==> src/rtl/mux_bus_seq.sv <==
module mux_bus_seq #(
  parameter int AW   = 16,
  parameter int DW   = 8,
  parameter int SUBS = 3
) (
  input  logic          clk,
  input  logic          rst,
  input  logic          req_valid,
  input  logic [1:0]    req_kind,
  input  logic [AW-1:0] req_addr,
  input  logic [DW-1:0] req_wdata,
  output logic          req_ready,
  output logic          done,
  output logic          op_done,
  output logic [DW-1:0] rdata,
  output logic [AW-DW-1:0] addr_hi,
  output logic [DW-1:0] ad_out,
  input  logic [DW-1:0] ad_in,
  output logic          ad_oe,
  output logic          ale,
  output logic          rd_n,
  output logic          wr_n
);
  localparam int SW = (SUBS > 2) ? $clog2(SUBS) : 1;
  localparam logic [SW-1:0] SLAST = SW'(SUBS - 1);
  localparam logic [SW-1:0] SMID  = SW'(SUBS / 2);

  logic          busy, is_wr, is_fetch;
  logic [1:0]    st;
  logic [SW-1:0] sub;
  logic [AW-1:0] addr_q;
  logic [DW-1:0] wdata_q;

  wire last    = busy && st == 2'd3 && sub == SLAST;
  wire capture = busy && !is_wr && st == 2'd2 && sub == SLAST;

  assign req_ready = !busy || last;
  assign done      = last;
  assign op_done   = last && is_fetch;
  assign addr_hi   = busy ? addr_q[AW-1:DW] : '0;
  assign ale       = busy && st == 2'd0 && sub < SLAST;
  assign ad_oe     = busy && (st == 2'd0 || (is_wr && st != 2'd3));
  assign ad_out    = !busy ? '0 : (st == 2'd0) ? addr_q[DW-1:0] : (is_wr ? wdata_q : '0);
  assign rd_n      = !(busy && !is_wr && (st == 2'd1 || st == 2'd2));
  assign wr_n      = !(busy && is_wr && ((st == 2'd0 && sub >= SMID) || st == 2'd1));

  always_ff @(posedge clk) begin
    if (rst) begin
      busy     <= 1'b0;
      st       <= '0;
      sub      <= '0;
      is_wr    <= 1'b0;
      is_fetch <= 1'b0;
      addr_q   <= '0;
      wdata_q  <= '0;
      rdata    <= '0;
    end else begin
      if (capture) rdata <= ad_in;
      if (req_ready && req_valid) begin
        busy     <= 1'b1;
        st       <= '0;
        sub      <= '0;
        is_wr    <= req_kind[1];
        is_fetch <= req_kind == 2'b00;
        addr_q   <= req_addr;
        wdata_q  <= req_wdata;
      end else if (last) begin
        busy <= 1'b0;
        st   <= '0;
        sub  <= '0;
      end else if (busy) begin
        if (sub == SLAST) begin
          sub <= '0;
          st  <= st + 2'd1;
        end else begin
          sub <= sub + 1'b1;
        end
      end
    end
  end

  a_r8_idle_quiet: assert property (@(posedge clk) disable iff (rst)
    !busy |-> (rd_n && wr_n && !ad_oe && !ale && !done));
  a_r4_no_contention: assert property (@(posedge clk) disable iff (rst)
    !rd_n |-> !ad_oe);
  a_r7_strobe_excl: assert property (@(posedge clk) disable iff (rst)
    !(!rd_n && !wr_n));
  a_r3_ale_drives: assert property (@(posedge clk) disable iff (rst)
    ale |-> ad_oe);
  a_r2_hi_stable: assert property (@(posedge clk) disable iff (rst)
    (busy && $past(busy) && !$past(req_ready)) |-> $stable(addr_hi));
  a_r10_done_pulse: assert property (@(posedge clk) disable iff (rst)
    (done && !req_valid) |=> !done);
  a_r9_busy_holds: assert property (@(posedge clk) disable iff (rst)
    (busy && !req_ready) |=> busy);
endmodule

==> config.mk <==
export PLATFORM = sky130hd
export DESIGN_NAME = mux_bus_seq
export DESIGN_NICKNAME = d
export VERILOG_FILES = /design/src/rtl/mux_bus_seq.sv
export SDC_FILE = /design/constraint.sdc
export NUM_CORES = 1
export LEC_CHECK = 0
export ABC_CLOCK_PERIOD_IN_PS = 1850
export BUFFER_PORTS_ARGS = -buffer_cell sky130_fd_sc_hd__buf_2
export CORE_MARGIN = 1.5
export CORE_UTILIZATION = 50
export DETAILED_ROUTE_END_ITERATION = 16
export GPL_TIMING_DRIVEN = 0
export PLACE_DENSITY = 0.88
export SYNTH_ARGS = -nofsm -noshare
export SYNTH_HDL_FRONTEND = slang
export SYNTH_SLANG_ARGS = --single-unit
==> constraint.sdc <==
create_clock -name clk -period 1.85 [get_ports clk]
set_input_delay 0.37 -clock clk [delete_from_list [all_inputs] [get_ports clk]]
set_output_delay 0.37 -clock clk [all_outputs]
set_load 0.005 [all_outputs]
==> results_dict.tcl <==
set metrics [dict create \
    wire_per_inst_um 14.22 \
    synth_area_um2 2013 \
    cts-root-buf "clkbuf_8" \
    synth_commonest_cells "dfxtp_1, a21oi_1, nand3_1, o211ai_1, nand2b_1" \
    p_clk_share_pct 32.9 \
    clock_latency_ns 0.29 \
    worstSetupPathType "register to output port" \
    dieArea_um2 4416 \
    drv_slew 0 \
    ir_drop_v 0.0004165 \
    p_sw_share_pct 25.44 \
    synth.avg_cell_area_um2 8.603 \
    yosysMostFrequentCell "dfxtp_1" \
    synth.distinct_cells 28 \
    post-place-ws_ns -0.2360 \
    numCtsBuffers 5 \
    synth-edff-count 0 \
    htree_levels 2 \
    cp-end-kind "output port" \
    place_area_um2 2404 \
    max_freq_mhz 547.4 \
    ys_warn_count 0 \
    first_pass_iters 4 \
    grt_pass1_vias 1824 \
    ant_nets 0 \
    hold_viol_final 0 \
    portBuffers 66 \
    critPathRequiredTime_ns 1.48 \
    drive_above_1_share_pct 33.44 \
    clk_pin_slew_worst_paths_ns 0.07 \
    synthTopCellsByArea "dfxtp_1, o211ai_1, a21oi_1" \
    ys_seq_area_share_pct 38.78 \
    die_h_um 66.46 \
    yosys.area.top_type "dfxtp_1" \
    finalCoreUtilization_pct 67.35 \
    cts_hold_buf 0 \
    grt_max_degree 20 \
    synth_fp_nets 275 \
    ys_async_sr_fraction_pct 0 \
    cp.arrival_ns 1.46 \
    hold_class "input pin to register" \
    grt_pass1_wl_mm 8.252 \
    fin_cells 356 \
    rsz0062_at_grt "true" \
    synthCells 234 \
    seqPwrFrac_pct 53.6 \
    layout.nets 348 \
    fin_ws_ns 0.02307 \
    power_leakage_nw 1.067 \
    crit_fanout 6 \
    fin_area_um2 2540 \
    cts.sinks 39 \
    detail_route.vias_per_cell 5.539 \
    fin_crit_ns 1.827 \
    cp-start-kind "register" \
    io_pins 68 \
    detailed_place_hpwl_mm 3.600 \
    setup_viol 0 \
    maxCapViolations 0 \
    vias 1972 \
    p_per_area_nw_per_um2 655.4 \
    area_delta_synth_final_pct 26.17 \
    outcome "complete, no violations" \
    finalCritPeriodShare_pct 98.75 \
    core_um2 3771 \
    finClkSkew_ns 0.004700 \
    setup_tns_ns 0 \
    combPwrFrac_pct 13.5 \
    slew_headroom_pct 68.72 \
    p_sw_mw 0.4235 \
    route.detailed.drc 0 \
    place_inst 348 \
    drt_iter0_markers 101 \
    place_congestion 0.7830 \
    grt_overflow_total 0 \
    cts_tree "done" \
    die_w_um 66.46 \
    cts_buffer_depth 2 \
    netlist.area_leader.share_pct 38.78 \
    routed_wl_mm 5.063 \
    ys_seq_elements 39 \
    total_power_mw 1.665 \
    p_int_mw 1.241 \
    diodes 0 \
    grt.total_usage_pct 24.71 \
    synth_ff_type "dfxtp_1" \
    rows 22 \
    antenna_found_initial 0 \
    whs_ns 0.3350 \
    start_util_pct 53.38 \
    max_slew.worst_pin.slew_ns 0.4692 \
]
-- critical path, cell delays in order, from the launching register on --
cell and delay, ns:
dfxtp_4 0.37, inv_4 0.05, ha_4 0.18, buf_6 0.13, nand3b_1 0.17, a21oi_2 0.14
buf_2 0.13
-- worst paths after layout --
| kind | slack [ns] | from | cells after the start | to |
|---|---|---|---|---|
| worst max-delay path | 0.02 | st[0] | 6 | ad_out[5] |
| worst min-delay path | 0.33 | ad_in[3] | 3 | rdata[3] |
| worst max register to register | 0.29 | st[0] | 6 | wdata_q[5] |
| worst min register to register | 0.47 | addr_q[10] | 2 | addr_q[10] |
-- final cells by class --
class / count / area (um^2)
Buffer: 23 / 143.9
Timing Repair Buffer: 68 / 349.1
Sequential cell: 39 / 785.8
Fill cell: 331 / 1231
Clock inverter: 1 / 5.005
Inverter: 4 / 17.52
Clock buffer: 7 / 76.32
Multi-Input combinational cell: 166 / 1102
Tap cell: 48 / 60.06
-- power groups by stage --
stage / registers [mW] / clock network, mW / logic, mW
2_1_floorplan: 0.907 / 0 / 0.139
3_3_place_gp: 0.911 / 0 / 0.217
3_5_place_dp: 0.912 / 0 / 0.222
4_1_cts: 0.893 / 0.559 / 0.224
5_1_grt: 0.896 / 0.614 / 0.249
6_report: 0.892 / 0.548 / 0.225
-- sequential cells by signal, summed over array words and instances, names as in the netlist --
name	count
addr_q	16
rdata	8
wdata_q	8
st	2
sub	2
busy	1
is_fetch	1
is_wr	1
-- cell families after synthesis --
group | Yosys count | share of synthesized area, %
xor gates and xnor gates | 1 | 0.4351
adders and majority gates | 4 | 2.486
DFF | 39 | 38.78
AOI/OAI and AO/OA | 66 | 20.14
and+or+nand+nor | 86 | 25.98
buffers and inverters | 29 | 7.706
muxes | 9 | 4.475
-- cells in the final DEF (no fill, tap or decap), types with 2 or more instances in the layout --
master and instances:
a21oi_1 35, a21oi_2 3, and2_1 9, buf_1 3
buf_2 73, buf_4 3, buf_6 5, clkbuf_1 7
clkbuf_8 6, dfxtp_1 37, ha_1 3, inv_2 2
mux2i_1 9, nand2_1 10, nand2b_1 17, nand3_1 26
nand3b_1 11, nor2_1 5, nor3b_1 2, o211ai_1 26
-- layer usage --
metal	part of all wire, %	track usage, %	routed length (um)	vias to the layer above
met3	6.9	7.264	347	7
met1	43	31.27	2185	911
li1	-	-	-	980
met5	0	0	0	-
met4	1.2	6.888	62	0
met2	49	40.75	2468	74
-- what timing repair did --
item                                    in CTS  in global routing
resized for setup                           14                  4
pin swaps                                    2                  5
endpoints found under the setup margin      11                 10
setup buffers                                2                  0
Power figures use the tool's default switching activity.
